## config.mk

```make
export PLATFORM = sky130hd
export DESIGN_NAME = wavg_engine
export DESIGN_NICKNAME = d
export VERILOG_FILES = /design/src/rtl/wavg_pkg.sv /design/src/rtl/wavg_ctrl.sv /design/src/rtl/wavg_addr.sv /design/src/rtl/wavg_mac.sv /design/src/rtl/wavg_engine.sv
export SDC_FILE = /design/constraint.sdc
export NUM_CORES = 1
export LEC_CHECK = 0
export ABC_AREA = 1
export ABC_CLOCK_PERIOD_IN_PS = 4500
export BUFFER_PORTS_ARGS = -buffer_cell sky130_fd_sc_hd__buf_4
export CAP_MARGIN = 10
export CORE_MARGIN = 4
export CORE_UTILIZATION = 55
export CTS_CLUSTER_DIAMETER = 150
export DETAILED_ROUTE_END_ITERATION = 12
export PLACE_DENSITY_LB_ADDON = 0.05
export SETUP_SLACK_MARGIN = 0.05
export SLEW_MARGIN = 20
export SYNTH_ARGS = -nofsm -noshare
export SYNTH_HDL_FRONTEND = slang
export SYNTH_SLANG_ARGS = --single-unit
```

## constraint.sdc

```tcl
create_clock -name clk -period 4.5 [get_ports clk]
set_input_delay 0.9 -clock clk [delete_from_list [all_inputs] [get_ports clk]]
set_output_delay 0.9 -clock clk [all_outputs]
set_load 0.01 [all_outputs]
```

## src/rtl/wavg_pkg.sv

```systemverilog
package wavg_pkg;

    localparam int ADDR_W_DEF = 16;
    localparam int CNT_W_DEF  = 8;
    localparam int DATA_W_DEF = 8;
    localparam int HALF_W_DEF = 16;
    localparam int MUL_STAGES = 3;
    localparam int LAT_MAX    = 17;

    typedef enum logic [3:0] {
        ST_IDLE,
        ST_PRE1,
        ST_PRE2,
        ST_CLR,
        ST_TOP,
        ST_FW,
        ST_FV,
        ST_WSUM,
        ST_MUL0,
        ST_MUL1,
        ST_MUL2,
        ST_CARRY,
        ST_EX1,
        ST_EX2,
        ST_EX3
    } wstate_e;

    typedef struct packed {
        logic load_new;
        logic load_res;
        logic clr;
        logic dec;
        logic fetch_w;
        logic fetch_v;
        logic add_w;
        logic mul0;
        logic mul1;
        logic add_lo;
        logic add_hi;
        logic rew_cnt;
        logic rew_ptr;
    } wctl_t;

    function automatic logic in_loop(input wstate_e s);
        return (s == ST_TOP) || (s == ST_FW) || (s == ST_FV) || (s == ST_WSUM) ||
               (s == ST_MUL0) || (s == ST_MUL1) || (s == ST_MUL2) || (s == ST_CARRY);
    endfunction

endpackage

```

## src/rtl/wavg_ctrl.sv

```systemverilog
module wavg_ctrl
    import wavg_pkg::*;
(
    input  logic    clk,
    input  logic    rst,
    input  logic    start_i,
    input  logic    resume_i,
    input  logic    irq_i,
    input  logic    cnt_zero_i,
    output wstate_e state_o,
    output wctl_t   ctl_o,
    output logic    busy_o,
    output logic    done_o,
    output logic    susp_o
);

    wstate_e st_q, st_d;
    logic    noirq_q;
    logic    done_q, susp_q;
    logic    fin_done, fin_susp;
    wctl_t   ctl;

    always_comb begin
        st_d     = st_q;
        ctl      = '0;
        fin_done = 1'b0;
        fin_susp = 1'b0;
        unique case (st_q)
            ST_IDLE: begin
                if (start_i) begin
                    ctl.load_new = 1'b1;
                    st_d         = ST_PRE1;
                end else if (resume_i) begin
                    ctl.load_res = 1'b1;
                    st_d         = ST_TOP;
                end
            end
            ST_PRE1: st_d = ST_PRE2;
            ST_PRE2: st_d = ST_CLR;
            ST_CLR: begin
                ctl.clr = 1'b1;
                st_d    = ST_TOP;
            end
            ST_TOP: begin
                ctl.dec = 1'b1;
                st_d    = ST_FW;
            end
            ST_FW: begin
                ctl.fetch_w = 1'b1;
                st_d        = ST_FV;
            end
            ST_FV: begin
                ctl.fetch_v = 1'b1;
                st_d        = (irq_i && !noirq_q) ? ST_EX1 : ST_WSUM;
            end
            ST_WSUM: begin
                ctl.add_w = 1'b1;
                st_d      = ST_MUL0;
            end
            ST_MUL0: begin
                ctl.mul0 = 1'b1;
                st_d     = ST_MUL1;
            end
            ST_MUL1: begin
                ctl.mul1 = 1'b1;
                st_d     = ST_MUL2;
            end
            ST_MUL2: begin
                ctl.add_lo = 1'b1;
                st_d       = ST_CARRY;
            end
            ST_CARRY: begin
                ctl.add_hi = 1'b1;
                if (cnt_zero_i) begin
                    fin_done = 1'b1;
                    st_d     = ST_IDLE;
                end else begin
                    st_d = ST_TOP;
                end
            end
            ST_EX1: begin
                ctl.rew_cnt = 1'b1;
                st_d        = ST_EX2;
            end
            ST_EX2: begin
                ctl.rew_ptr = 1'b1;
                st_d        = ST_EX3;
            end
            ST_EX3: begin
                fin_susp = 1'b1;
                st_d     = ST_IDLE;
            end
            default: st_d = ST_IDLE;
        endcase
    end

    always_ff @(posedge clk) begin
        if (rst) begin
            st_q    <= ST_IDLE;
            noirq_q <= 1'b0;
            done_q  <= 1'b0;
            susp_q  <= 1'b0;
        end else begin
            st_q   <= st_d;
            done_q <= fin_done;
            susp_q <= fin_susp;
            if (ctl.load_res) begin
                noirq_q <= 1'b1;
            end else if (ctl.load_new || ctl.add_hi) begin
                noirq_q <= 1'b0;
            end
        end
    end

    assign state_o = st_q;
    assign ctl_o   = ctl;
    assign busy_o  = (st_q != ST_IDLE);
    assign done_o  = done_q;
    assign susp_o  = susp_q;


    done_susp_excl_chk: assert property (@(posedge clk) disable iff (rst)
        $onehot0({done_q, susp_q}));


    resume_irq_mask_chk: assert property (@(posedge clk) disable iff (rst)
        (st_q == ST_FV && noirq_q) |=> (st_q == ST_WSUM));


    exit_len_chk: assert property (@(posedge clk) disable iff (rst)
        $rose(susp_q) |-> $past(st_q == ST_EX3) && !in_loop(st_q));

endmodule

```

## src/rtl/wavg_addr.sv

```systemverilog
module wavg_addr
    import wavg_pkg::*;
#(
    parameter int ADDR_W = ADDR_W_DEF,
    parameter int CNT_W  = CNT_W_DEF,
    parameter int DATA_W = DATA_W_DEF
) (
    input  logic              clk,
    input  logic              rst,
    input  wctl_t             ctl_i,
    input  logic [CNT_W-1:0]  count_i,
    input  logic [ADDR_W-1:0] wptr_i,
    input  logic [ADDR_W-1:0] vptr_i,
    input  logic [DATA_W-1:0] mem_data_i,
    output logic              mem_rd_o,
    output logic [ADDR_W-1:0] mem_addr_o,
    output logic [CNT_W-1:0]  count_o,
    output logic [ADDR_W-1:0] wptr_o,
    output logic [ADDR_W-1:0] vptr_o,
    output logic [DATA_W-1:0] wt_o,
    output logic [DATA_W-1:0] val_o,
    output logic              cnt_zero_o
);

    localparam logic [ADDR_W-1:0] ONE_A = ADDR_W'(1);
    localparam logic [CNT_W-1:0]  ONE_C = CNT_W'(1);

    logic [CNT_W-1:0]  cnt_q;
    logic [ADDR_W-1:0] pw_q, pv_q;
    logic [DATA_W-1:0] wt_q, val_q;

    always_ff @(posedge clk) begin
        if (rst) begin
            cnt_q <= '0;
            pw_q  <= '0;
            pv_q  <= '0;
            wt_q  <= '0;
            val_q <= '0;
        end else begin
            if (ctl_i.load_new || ctl_i.load_res) begin
                cnt_q <= count_i;
                pw_q  <= wptr_i;
                pv_q  <= vptr_i;
            end
            if (ctl_i.dec) begin
                cnt_q <= cnt_q - ONE_C;
            end
            if (ctl_i.rew_cnt) begin
                cnt_q <= cnt_q + ONE_C;
            end
            if (ctl_i.fetch_w) begin
                wt_q <= mem_data_i;
                pw_q <= pw_q + ONE_A;
            end
            if (ctl_i.fetch_v) begin
                val_q <= mem_data_i;
                pv_q  <= pv_q + ONE_A;
            end
            if (ctl_i.rew_ptr) begin
                pw_q <= pw_q - ONE_A;
                pv_q <= pv_q - ONE_A;
            end
        end
    end

    assign mem_rd_o   = ctl_i.fetch_w | ctl_i.fetch_v;
    assign mem_addr_o = ctl_i.fetch_v ? pv_q : pw_q;
    assign count_o    = cnt_q;
    assign wptr_o     = pw_q;
    assign vptr_o     = pv_q;
    assign wt_o       = wt_q;
    assign val_o      = val_q;
    assign cnt_zero_o = (cnt_q == '0);


    fetch_order_chk: assert property (@(posedge clk) disable iff (rst)
        ctl_i.fetch_v |-> $past(ctl_i.fetch_w));


    read_burst_chk: assert property (@(posedge clk) disable iff (rst)
        (mem_rd_o && $past(mem_rd_o)) |=> !mem_rd_o);

endmodule

```

## src/rtl/wavg_mac.sv

```systemverilog
module wavg_mac
    import wavg_pkg::*;
#(
    parameter int DATA_W = DATA_W_DEF,
    parameter int HALF_W = HALF_W_DEF
) (
    input  logic                clk,
    input  logic                rst,
    input  wctl_t               ctl_i,
    input  logic [DATA_W-1:0]   wt_i,
    input  logic [DATA_W-1:0]   val_i,
    input  logic [2*HALF_W-1:0] rsum_prod_i,
    input  logic [HALF_W-1:0]   rsum_wt_i,
    output logic [2*HALF_W-1:0] sum_prod_o,
    output logic [HALF_W-1:0]   sum_wt_o
);

    localparam int PROD_W = 2 * DATA_W;
    localparam int STEP   = (DATA_W + MUL_STAGES - 1) / MUL_STAGES;

    logic [HALF_W-1:0] lo_q, hi_q, sw_q;
    logic [PROD_W-1:0] part_q;
    logic              carry_q;
    logic [HALF_W:0]   lo_sum;
    logic [PROD_W-1:0] prod_full;

    function automatic logic [PROD_W-1:0] pp(input logic [DATA_W-1:0] a,
                                             input logic [DATA_W-1:0] b,
                                             input int k);
        logic [DATA_W-1:0] sl;
        sl = (b >> (k * STEP)) & DATA_W'((1 << STEP) - 1);
        return (PROD_W'(a) * PROD_W'(sl)) << (k * STEP);
    endfunction

    assign prod_full = part_q + pp(wt_i, val_i, MUL_STAGES - 1);
    assign lo_sum    = {1'b0, lo_q} + {1'b0, HALF_W'(prod_full)};

    always_ff @(posedge clk) begin
        if (rst) begin
            lo_q    <= '0;
            hi_q    <= '0;
            sw_q    <= '0;
            part_q  <= '0;
            carry_q <= 1'b0;
        end else begin
            if (ctl_i.clr) begin
                lo_q    <= '0;
                hi_q    <= '0;
                sw_q    <= '0;
                carry_q <= 1'b0;
            end
            if (ctl_i.load_res) begin
                lo_q    <= rsum_prod_i[HALF_W-1:0];
                hi_q    <= rsum_prod_i[2*HALF_W-1:HALF_W];
                sw_q    <= rsum_wt_i;
                carry_q <= 1'b0;
            end
            if (ctl_i.add_w) begin
                sw_q <= sw_q + HALF_W'(wt_i);
            end
            if (ctl_i.mul0) begin
                part_q <= pp(wt_i, val_i, 0);
            end
            if (ctl_i.mul1) begin
                part_q <= part_q + pp(wt_i, val_i, 1);
            end
            if (ctl_i.add_lo) begin
                lo_q    <= lo_sum[HALF_W-1:0];
                carry_q <= lo_sum[HALF_W];
            end
            if (ctl_i.add_hi) begin
                hi_q    <= hi_q + HALF_W'(carry_q);
                carry_q <= 1'b0;
            end
        end
    end

    assign sum_prod_o = {hi_q, lo_q};
    assign sum_wt_o   = sw_q;


    hi_hold_chk: assert property (@(posedge clk) disable iff (rst)
        (!ctl_i.add_hi && !ctl_i.load_res && !ctl_i.clr) |=> $stable(hi_q));


    wt_hold_chk: assert property (@(posedge clk) disable iff (rst)
        (!ctl_i.add_w && !ctl_i.load_res && !ctl_i.clr) |=> $stable(sw_q));

endmodule

```

## src/rtl/wavg_engine.sv

```systemverilog
module wavg_engine
    import wavg_pkg::*;
#(
    parameter int ADDR_W = ADDR_W_DEF,
    parameter int CNT_W  = CNT_W_DEF,
    parameter int DATA_W = DATA_W_DEF,
    parameter int HALF_W = HALF_W_DEF
) (
    input  logic                clk,
    input  logic                rst,
    input  logic                start_i,
    input  logic                resume_i,
    input  logic                irq_i,
    input  logic [CNT_W-1:0]    count_i,
    input  logic [ADDR_W-1:0]   wptr_i,
    input  logic [ADDR_W-1:0]   vptr_i,
    input  logic [2*HALF_W-1:0] rsum_prod_i,
    input  logic [HALF_W-1:0]   rsum_wt_i,
    output logic                mem_rd_o,
    output logic [ADDR_W-1:0]   mem_addr_o,
    input  logic [DATA_W-1:0]   mem_data_i,
    output logic                busy_o,
    output logic                done_o,
    output logic                susp_o,
    output logic [CNT_W-1:0]    count_o,
    output logic [ADDR_W-1:0]   wptr_o,
    output logic [ADDR_W-1:0]   vptr_o,
    output logic [2*HALF_W-1:0] sum_prod_o,
    output logic [HALF_W-1:0]   sum_wt_o
);

    localparam int LAT_W = $clog2(LAT_MAX + 2) + 1;

    wstate_e           state;
    wctl_t             ctl;
    logic              cnt_zero;
    logic [DATA_W-1:0] wt, val;
    logic [LAT_W-1:0]  lat_q;

    wavg_ctrl u_ctrl (
        .clk        (clk),
        .rst        (rst),
        .start_i    (start_i),
        .resume_i   (resume_i),
        .irq_i      (irq_i),
        .cnt_zero_i (cnt_zero),
        .state_o    (state),
        .ctl_o      (ctl),
        .busy_o     (busy_o),
        .done_o     (done_o),
        .susp_o     (susp_o)
    );

    wavg_addr #(
        .ADDR_W (ADDR_W),
        .CNT_W  (CNT_W),
        .DATA_W (DATA_W)
    ) u_addr (
        .clk        (clk),
        .rst        (rst),
        .ctl_i      (ctl),
        .count_i    (count_i),
        .wptr_i     (wptr_i),
        .vptr_i     (vptr_i),
        .mem_data_i (mem_data_i),
        .mem_rd_o   (mem_rd_o),
        .mem_addr_o (mem_addr_o),
        .count_o    (count_o),
        .wptr_o     (wptr_o),
        .vptr_o     (vptr_o),
        .wt_o       (wt),
        .val_o      (val),
        .cnt_zero_o (cnt_zero)
    );

    wavg_mac #(
        .DATA_W (DATA_W),
        .HALF_W (HALF_W)
    ) u_mac (
        .clk         (clk),
        .rst         (rst),
        .ctl_i       (ctl),
        .wt_i        (wt),
        .val_i       (val),
        .rsum_prod_i (rsum_prod_i),
        .rsum_wt_i   (rsum_wt_i),
        .sum_prod_o  (sum_prod_o),
        .sum_wt_o    (sum_wt_o)
    );

    always_ff @(posedge clk) begin
        if (rst || !irq_i || !busy_o) begin
            lat_q <= '0;
        end else if (lat_q != '1) begin
            lat_q <= lat_q + LAT_W'(1);
        end
    end


    irq_latency_chk: assert property (@(posedge clk) disable iff (rst)
        lat_q <= LAT_W'(LAT_MAX));


    busy_hold_chk: assert property (@(posedge clk) disable iff (rst)
        (busy_o && state != ST_CARRY && state != ST_EX3) |=> busy_o);

endmodule

```

==> results of run 1 <==
stage by stage:
stage	cell area, sq um	total power [uW]	setup WS [ps]	utilization (%)	hold slack, ps
after CTS	14300	6500	425	66.0	475
after floorplan	12100	4000	910	-	432
after detailed placement	13800	5090	510	63.3	453
final	14400	6520	383	66.0	471
after global routing	14400	7010	70.3	66.0	498
after global placement	13800	5040	601	63.3	454
per-layer routing:
| metal | wire length (microns) | share of wire (%) |
|---|---|---|
| met1 | 16000 | 42 |
| met2 | 17700 | 47 |
| met3 | 2640 | 6.9 |
| met4 | 1720 | 4.5 |
| met5 | 0 | 0 |
Yosys cell counts, types with 7 or more instances:
master | n | area [sq um]
nand3b_1 | 7 | 52.6
o21bai_1 | 8 | 60.1
nand2_1 | 545 | 2050
inv_2 | 12 | 45.0
nor3_1 | 18 | 90.1
xor2_1 | 34 | 298
a31oi_1 | 20 | 125
clkbuf_1 | 34 | 128
buf_2 | 17 | 85.1
dfxtp_1 | 128 | 2560
inv_1 | 291 | 1090
o21ai_0 | 141 | 706
xnor2_1 | 11 | 96.3
ha_1 | 81 | 1010
o211ai_1 | 15 | 113
fa_1 | 19 | 380
nand3_1 | 164 | 821
nor2_2 | 7 | 43.8
nand4_1 | 31 | 194
buf_4 | 8 | 60.1
a21oi_1 | 151 | 756
o21ai_1 | 25 | 125
nor2_1 | 176 | 661
cell type report:
class,instances,area (sq um)
clock buffer,18,439
fill,2115,7400
antenna,1,2.50
sequential,128,2560
multi-input combinational,1504,8060
inverter,308,1170
tap,280,350
timing repair buffer,217,1630
clock inverter,13,141
logic make-up (layout without fill, tap and decap cells):
family,Yosys count,in the layout
DFF,128,128
adders and majority gates,100,100
AOI/OAI and AO/OA,388,388
xor gates and xnor gates,45,45
buffers and inverters,376,556
and+or+nand+nor,971,971
other,0,1
path summary, 6_finish.rpt:
| check | start | end |
|---|---|---|
| setup reg to reg | u_addr.wt_o[0]$_SDFFE_PP0P_ | u_mac.lo_q[15]$_SDFFE_PP0P_ |
| hold reg to reg | u_mac.carry_q$_SDFFE_PP0P_ | u_mac.carry_q$_SDFFE_PP0P_ |
| setup / recovery | u_addr.wt_o[0]$_SDFFE_PP0P_ | u_mac.lo_q[15]$_SDFFE_PP0P_ |
| hold / removal | u_mac.carry_q$_SDFFE_PP0P_ | u_mac.carry_q$_SDFFE_PP0P_ |
sequential cells by signal, indices dropped and copies added, names as in the netlist:
name and count:
u_addr.wt_o 8, u_ctrl.state_o 4, u_addr.count_o 8, u_mac.carry_q 1, u_mac.sum_wt_o 16, u_mac.lo_q 16, u_ctrl.susp_o 1, u_mac.part_q 16
u_ctrl.noirq_q 1, u_addr.val_o 8, u_mac.hi_q 16, u_addr.vptr_o 16, u_ctrl.done_o 1, u_addr.wptr_o 16
worst reg2reg max path, cell delays in order, from the launching register on:
cell	delay (ps)
dfxtp_1	560
nand2_1	100
inv_1	80
ha_1	190
fa_1	220
nand3_1	100
nand2_1	110
nand2_1	70
a31oi_1	210
xor2_1	200
inv_1	60
ha_1	350
inv_1	100
nor3_1	180
nand2_1	70
o2111ai_1	100
xor2_1	210
ha_1	310
nand2_1	130
inv_1	50
nand2_1	50
nand2_1	40
a21oi_1	170
nand3_1	100
nand3_1	90
nand3_1	80
nand2_1	60
inv_1	40
power by group:
part	internal (uW)	leakage [uW]	switching (uW)
Sequential	1420	0.00105	528
Clock	827	0.000266	573
Combinational	1200	0.00616	1970
Total	3450	0.00747	3070
==> results.ini, run 1 <==
[status]
run_status=complete, no violations

[clock_network]
path_clk_slew_ps=70
post_cts_buffers=0
ctsHoldBuffers=0
cts_resized=0
cts-root-buf=clkbuf_16
cts_made_buffers=17
cts-htree-levels=4
clkLatencyLatePin_ps=430
cts.sinks=128
cts_tree=yes
cts_buffer_depth=2

[synth]
synth_cell_types=53
syn_nets=2209
synth-async-reset-ratio_pct=0
synth_edf_count=0
ys.flop_type=dfxtp_1
synth.area.mux_share_pct=0
synth_compound_area_share_pct=17.4
synth-simple-area-share_pct=34.2
syn-cell-area_sq_mm=0.0121
synthXorXnorAreaFrac_pct=3.25
ys_warn_count=0
avgSynthCellArea_sq_um=6.05
ys_ff_latch=128
synth_top_family_by_area=simple AND/OR/NAND/NOR gates
synthAdderAreaFrac_pct=11.5
syn_inst=2008
ys_seq_area_share_pct=21.1

[setup_path]
rrSetupSlack_ps=380
cp_common_cell=nand2_1
crit_cells=27
end_kind=flop
arrival_ps=4440
r2r_cells=27
crit_path_max_incr_delay_ps=560
crit_required_ps=4830
start_kind=flop
critPathSlowestCell=dfxtp_1
path_delay_family=simple AND/OR/NAND/NOR gates
critPathKind=reg2reg
critPathBufInv=5
worstPathMaxFanout=10

[grt]
grt_use_met1_pct=38.4
busiest_layer=met2
grt_use_met2_pct=51.3
grt_pass1_wl_microns=61600
overflow=0
grt_use_met3_pct=5.34
grt_max_degree=51
grtUsageTotal_pct=30.7
grt_pass1_vias=12800
antenna_found_initial=1

[timing]
finalSetupViolations=0
slew_viol_final=0
final-hold-violation-count=0
slew_headroom_pct=52.3
fin_crit_sh_pct=91.5
tns_ps=0
clock_skew_ps=13.4
fmax_mhz=243
rsz0062_at_grt=no
min_period_ps=4120
tightestPinTransition_ps=715

[finish]
final_cell_mix=nand2_1, inv_1, buf_4
drive_above_1_share_pct=13.6
nets=2377
area_growth_pct=18.2
layout_commonest_cell=nand2_1
instances_no_fill=2469

[die]
std_cell_rows=54
core-area_sq_mm=0.0218
dieArea_sq_mm=0.0245
ios=209
start_util_pct=55.8
die_width_microns=157
fp.dieH_microns=157

[min_path]
hold_path.class=reg2reg
whs_path_depth=2

[placement]
dp.final_hpwl_microns=28800
numPortBuffers=208
place_inst=2437
gp_congestion=0.986

[detailed_routing]
totalWireLength_microns=38100
wl_per_cell_microns=15.4
drt_iter0_drc=855
drc=0
detail_route.vias_per_cell=5.47
ant_nets=0
drtPass1Iterations=6
via_count=13500

[job]
max-cap-violations=0

[pwr]
powerDensity_mw_per_mm2=454
peakVddDrop_v=0.000328
power_leakage_uw=0.00747

No activity file was read; power rests on OpenSTA's default activity.
==> run 2: changes to the inputs <==
--- a/config.mk
+++ b/config.mk
@@ -14,6 +14,7 @@
 export CTS_CLUSTER_DIAMETER = 150
 export DETAILED_ROUTE_END_ITERATION = 12
 export PLACE_DENSITY_LB_ADDON = 0.05
+export RECOVER_POWER = 100
 export SETUP_SLACK_MARGIN = 0.05
 export SLEW_MARGIN = 20
 export SYNTH_ARGS = -nofsm -noshare
==> run 2 against run 1 <==
  * The run now ends with max-capacitance violations, max-slew violations left
  * Via count grew 0.41%
  * Power decreased by 4.4%
  * Final cell count did not move
  * Register-to-register slack is essentially flat
==> results.ini, run 2 (synthesized netlist as in run 1, its figures left out) <==
[die]
std_cell_rows=54  ; unchanged
fp.dieH_microns=157  ; unchanged
start_util_pct=55.8  ; unchanged
dieArea_sq_mm=0.0245  ; unchanged
die_width_microns=157  ; unchanged
core-area_sq_mm=0.0218  ; unchanged
ios=209  ; unchanged

[grt]
grt_pass1_vias=12800  ; unchanged
grtUsageTotal_pct=30.7  ; unchanged
grt_max_degree=51  ; unchanged
grt_pass1_wl_microns=61600  ; unchanged
overflow=0  ; unchanged
antenna_found_initial=1  ; unchanged

[clock_network]
path_clk_slew_ps=60  ; was 70 ps
cts_made_buffers=17  ; unchanged
cts_buffer_depth=2  ; unchanged
post_cts_buffers=0  ; unchanged
cts_resized=0  ; unchanged
cts-htree-levels=4  ; unchanged
cts_tree=yes  ; unchanged
cts.sinks=128  ; unchanged
clkLatencyLatePin_ps=430  ; about the same
ctsHoldBuffers=0  ; unchanged
cts-root-buf=clkbuf_16  ; unchanged

[detailed_routing]
totalWireLength_microns=38100  ; about the same
drt_iter0_drc=905  ; was 855
drtPass1Iterations=6  ; unchanged
ant_nets=0  ; unchanged
via_count=13600  ; was 13500
drc=0  ; unchanged
detail_route.vias_per_cell=5.50  ; was 5.47
wl_per_cell_microns=15.4  ; about the same

[timing]
rsz0062_at_grt=no  ; unchanged
clock_skew_ps=12.4  ; was 13.4 ps
hold_ws_ps=472  ; was 471 ps
fin_crit_sh_pct=91.7  ; was 91.5%
min_period_ps=4130  ; was 4120 ps
final-hold-violation-count=0  ; unchanged
fmax_mhz=242  ; was 243 MHz
finalSetupViolations=0  ; unchanged
tightestPinTransition_ps=2360  ; was 715 ps
slew_headroom_pct=-57.6  ; was 52.3%
slew_viol_final=40  ; was 0
tns_ps=0  ; unchanged

[pwr]
p_sw_uw=3030  ; was 3070 uW
powerDensity_mw_per_mm2=448  ; was 454 mW/mm^2
swShare_pct=48.6  ; was 47.1%
power.internal_uw=3200  ; was 3450 uW
combinationalPowerShare_pct=46.5  ; was 48.6%
seq_power_share_pct=31.1  ; was 29.9%
power_uw=6230  ; was 6520 uW
power_leakage_uw=0.00703  ; was 0.00747 uW
pwr-share-clk_pct=22.4  ; was 21.5%
peakVddDrop_v=0.000300  ; was 0.000328 V

[finish]
final_core_util_pct=64.0  ; was 66.0%
nets=2377  ; unchanged
multi_input_area_sq_mm=0.00803  ; was 0.00806 sq mm
layout_commonest_cell=nand2_1  ; unchanged
num-fill-cells=2222  ; was 2115
final_area_sq_mm=0.0139  ; was 0.0144 sq mm
drive_above_1_share_pct=8.50  ; was 13.6%
final_cell_mix=nand2_1, inv_1, nor2_1  ; was nand2_1, inv_1, buf_4
area_growth_pct=14.7  ; was 18.2%
register_area_sq_mm=0.00256  ; unchanged

[placement]
gp_congestion=0.986  ; unchanged
dp.final_hpwl_microns=28800  ; unchanged
dpl_cell_area_sq_mm=0.0138  ; unchanged
numPortBuffers=208  ; unchanged

[setup_path]
critPathSlowestCell=clkbuf_1  ; was dfxtp_1
crit_chain=clkbuf_1, inv_2, clkbuf_2, o21ai_0, nor2_1
critPathKind=in2reg  ; was reg2reg
crit_path_max_incr_delay_ps=1650  ; was 560 ps
arrival_ps=4420  ; was 4440 ps
crit_required_ps=4800  ; was 4830 ps
worstPathMaxFanout=39  ; was 10
start_kind=primary input  ; was flop
end_kind=flop  ; unchanged
r2r_cells=27  ; unchanged

[job]
max-cap-violations=1  ; was 0

[status]
run_status=finished, violations left  ; was complete, no violations
violations=max-capacitance violations, max-slew violations

[min_path]
whs_path_depth=2  ; unchanged
hold_path.class=reg2reg  ; unchanged

[run 2: power by group through the flow]
| stage | clock network [uW] | logic, uW | registers, uW |
|---|---|---|---|
| after floorplan | 0 | 2160 | 1840 |
| after global placement | 0 | 3080 | 1960 |
| after detailed placement | 0 | 3130 | 1950 |
| after CTS | 1410 | 3150 | 1930 |
| after global routing | 1470 | 3270 | 1990 |
| final | 1390 | 2900 | 1940 |
[run 2: critical path, delay by kind of cell]
kind	cells	cell delay [ps]
AOI/OAI and AO/OA	1	300
buffers and inverters	3	3110
and+or+nand+nor	1	70
[run 2: final cells by class]
cell class	instances	area share [%]
diodes	1	0.0180
clock buffers	18	3.15
clock inverters	13	1.02
inverters	308	8.38
multi-input cells	1504	57.7
flip-flops and latches	128	18.4
well taps	280	2.52
repair buffers	217	8.82
[run 2: metal layers]
metal / GRT usage [%] / up-vias / part of all wire [%]
met2: 51.3 / 503 / 47
met3: 5.34 / 88 / 7.1
li1: - / 6840 / -
met1: 38.4 / 6140 / 42
met4: 14.6 / 0 / 4.3
met5: 0 / - / 0
[run 2: metrics by stage]
stage / instances / setup WS, ps
floorplan: 2008 / 910
global placement: 2437 / 601
detailed placement: 2437 / 510
CTS: 2468 / 425
global route: 2469 / 56.7
finish: 2469 / 374
[run 2: path summary, 6_finish.rpt]
path	start	to	slack, ps
setup reg to reg	u_addr.wt_o[0]$_SDFFE_PP0P_	u_mac.lo_q[15]$_SDFFE_PP0P_	380
setup / recovery	rst	u_addr.val_o[7]$_SDFFE_PP0P_	370
hold reg to reg	u_mac.carry_q$_SDFFE_PP0P_	u_mac.carry_q$_SDFFE_PP0P_	470
hold / removal	u_mac.carry_q$_SDFFE_PP0P_	u_mac.carry_q$_SDFFE_PP0P_	470
==> run 3: changes to the inputs <==
--- a/config.mk
+++ b/config.mk
@@ -9,6 +9,7 @@
 export ABC_CLOCK_PERIOD_IN_PS = 4500
 export BUFFER_PORTS_ARGS = -buffer_cell sky130_fd_sc_hd__buf_4
 export CAP_MARGIN = 10
+export CORE_ASPECT_RATIO = 0.6
 export CORE_MARGIN = 4
 export CORE_UTILIZATION = 55
 export CTS_CLUSTER_DIAMETER = 150
==> run 3 against run 2 <==
  * The flow still finishes with violations (max-capacitance violations, max-slew violations)
  * Final cell count down 0.16%
  * Die area up 0.32%
  * Critical path depth unchanged
  * Sequential share of layout area about the same
  * Non-clock buffer count down 3
  * Via count up 3.7%
  * First-iteration DRC count up 72%
  * Count of clock-buffer cells in the layout up 5
  * Register-to-register slack better by 50 ps
  * Largest cell class unchanged
==> results.ini, run 3 (synthesized netlist as in run 1, its figures left out) <==
[setup_path]
critPathSlowestCell=clkbuf_1  ; unchanged
crit_path_max_incr_delay_ps=1540  ; was 1650 ps
r2r_end=u_mac.lo_q[15]$_SDFFE_PP0P_  ; unchanged
crit_required_ps=4810  ; was 4800 ps
r2r_cells=27  ; unchanged
critPathBufInv=3  ; unchanged
start_kind=primary input  ; unchanged
end_kind=flop  ; unchanged
worstPathMaxFanout=64  ; was 39
critPathKind=in2reg  ; unchanged
arrival_ps=4450  ; was 4420 ps
path_delay_family=buffers and inverters  ; unchanged
rrSetupSlack_ps=430  ; was 380 ps
crit_chain=clkbuf_1, inv_1, buf_6, o21ai_0, nor2_1  ; was clkbuf_1, inv_2, clkbuf_2, o21ai_0, nor2_1
r2r-start=u_addr.wt_o[1]$_SDFFE_PP0P_  ; was u_addr.wt_o[0]$_SDFFE_PP0P_

[pwr]
peakVddDrop_v=0.000287  ; was 0.000300 V
power_leakage_uw=0.00703  ; about the same
powerDensity_mw_per_mm2=463  ; was 448 mW/mm^2

[clock_network]
clkLatencyLatePin_ps=440  ; was 430 ps
cts_tree=yes  ; unchanged
post_cts_buffers=0  ; unchanged
ctsHoldBuffers=0  ; unchanged
cts_resized=0  ; unchanged
cts-htree-levels=4  ; unchanged
cts-root-buf=clkbuf_16  ; unchanged
cts_made_buffers=17  ; unchanged
path_clk_slew_ps=60  ; about the same
cts.sinks=128  ; unchanged
cts_buffer_depth=2  ; unchanged

[detailed_routing]
wl_per_cell_microns=17.1  ; was 15.4 microns
top_layer=met4  ; unchanged
route.met3.wl_microns=5700  ; was 2700 microns
ant_nets=0  ; unchanged
drc=0  ; unchanged
totalWireLength_microns=42100  ; was 38100 microns
route.met2.wl_microns=16300  ; was 17800 microns
detail_route.vias_per_cell=5.71  ; was 5.50
via_count=14100  ; was 13600
drt_iter0_drc=1560  ; was 905
wl_met1_microns=19500  ; was 15900 microns
drtPass1Iterations=6  ; unchanged

[die]
dieArea_sq_mm=0.0246  ; was 0.0245 sq mm
core-area_sq_mm=0.0213  ; was 0.0218 sq mm
std_cell_rows=41  ; was 54
die_width_microns=200  ; was 157 microns
start_util_pct=56.9  ; was 55.8%
ios=209  ; unchanged
fp.dieH_microns=123  ; was 157 microns

[finish]
drive_above_1_share_pct=8.14  ; was 8.50%
diodes=0  ; was 1
area_growth_pct=14.4  ; was 14.7%
final_cell_mix=nand2_1, inv_1, nor2_1  ; unchanged
num-fill-cells=2088  ; was 2222
nets=2374  ; was 2377
layout_commonest_cell=nand2_1  ; unchanged
instances_no_fill=2465  ; was 2469

[placement]
place_inst=2433  ; was 2437
gp_congestion=1.01  ; was 0.986
numPortBuffers=208  ; unchanged
dp.final_hpwl_microns=32100  ; was 28800 microns

[timing]
finalSetupViolations=0  ; unchanged
tns_ps=0  ; unchanged
rsz0062_at_grt=no  ; unchanged
slew_viol_final=92  ; was 40
tightestPinTransition_ps=2390  ; was 2360 ps
slew_headroom_pct=-59.8  ; was -57.6%
fin_crit_sh_pct=91.9  ; was 91.7%
clock_skew_ps=6.17  ; was 12.4 ps
fmax_mhz=242  ; about the same
final-hold-violation-count=0  ; unchanged
min_period_ps=4140  ; was 4130 ps

[job]
max-cap-violations=2  ; was 1

[status]
violations=max-capacitance violations, max-slew violations  ; unchanged
run_status=finished, violations left  ; unchanged

[min_path]
hold_path.class=reg2reg  ; unchanged
whs_path_depth=2  ; unchanged
min_from=u_mac.part_q[0]$_SDFFE_PP0P_  ; was u_mac.carry_q$_SDFFE_PP0P_
min_to=u_mac.part_q[0]$_SDFFE_PP0P_  ; was u_mac.carry_q$_SDFFE_PP0P_

[grt]
grt_pass1_wl_microns=66400  ; was 61600 microns
antenna_found_initial=0  ; was 1
grt_pass1_vias=12500  ; was 12800
overflow=0  ; unchanged
grtUsageTotal_pct=34.0  ; was 30.7%
grt_max_degree=65  ; was 51

## run 3: area by class of cell
class / instances / area [sq um] / share of cell area (%)
Timing Repair Buffer: 214 / 1210 / 8.74
Inverter: 308 / 1160 / 8.38
Clock inverter: 9 / 131 / 0.946
Sequential cell: 128 / 2560 / 18.5
Multi-Input combinational cell: 1504 / 7990 / 57.5
Clock buffer: 23 / 478 / 3.44
Tap cell: 279 / 349 / 2.51
## run 3: metrics by stage
stage                     setup slack [ps]  area (sq um)  util, %  hold slack [ps]  power [uW]
after floorplan                        910         12100        -              432        4000
after global placement                 669         13800     64.5              458        5110
after detailed placement               525         13800     64.5              466        5170
after CTS                              501         14400     67.3              481        6650
after global routing                  50.8         13900     65.1              493        6850
final                                  363         13900     65.1              478        6420
## run 3: report_power, final
part           total, uW  internal, uW  switching [uW]
Combinational       2970           940            2030
Sequential          1980          1420             556
Clock               1470           914             560
## run 3: how the worst max path moves through the flow
stage	start	end	slack (ps)	cells past startpoint
after global routing	u_addr.wt_o[1]$_SDFFE_PP0P_	u_mac.lo_q[15]$_SDFFE_PP0P_	50	27
after global placement	u_addr.wt_o[0]$_SDFFE_PP0P_	u_mac.lo_q[15]$_SDFFE_PP0P_	670	27
after CTS	u_addr.wt_o[1]$_SDFFE_PP0P_	u_mac.lo_q[15]$_SDFFE_PP0P_	500	27
after detailed placement	u_addr.wt_o[1]$_SDFFE_PP0P_	u_mac.lo_q[15]$_SDFFE_PP0P_	530	27
after floorplan	u_addr.wt_o[0]$_SDFFE_PP0P_	u_mac.lo_q[15]$_SDFFE_PP0P_	910	28
final	rst	u_addr.val_o[6]$_SDFFE_PP0P_	360	5
## run 3: tightest hold or removal path: cells and delay by family, from the launching register on
kind	cells	cell delay [ps]
simple gates	1	50
compound gates	1	60
flops	1	340
## run 3: per-layer routing
layer	vias to the layer above	GRT usage, %
li1	6841	-
met1	6360	52.8
met2	819	47.6
met3	52	8.44
met4	0	6.11
met5	-	0
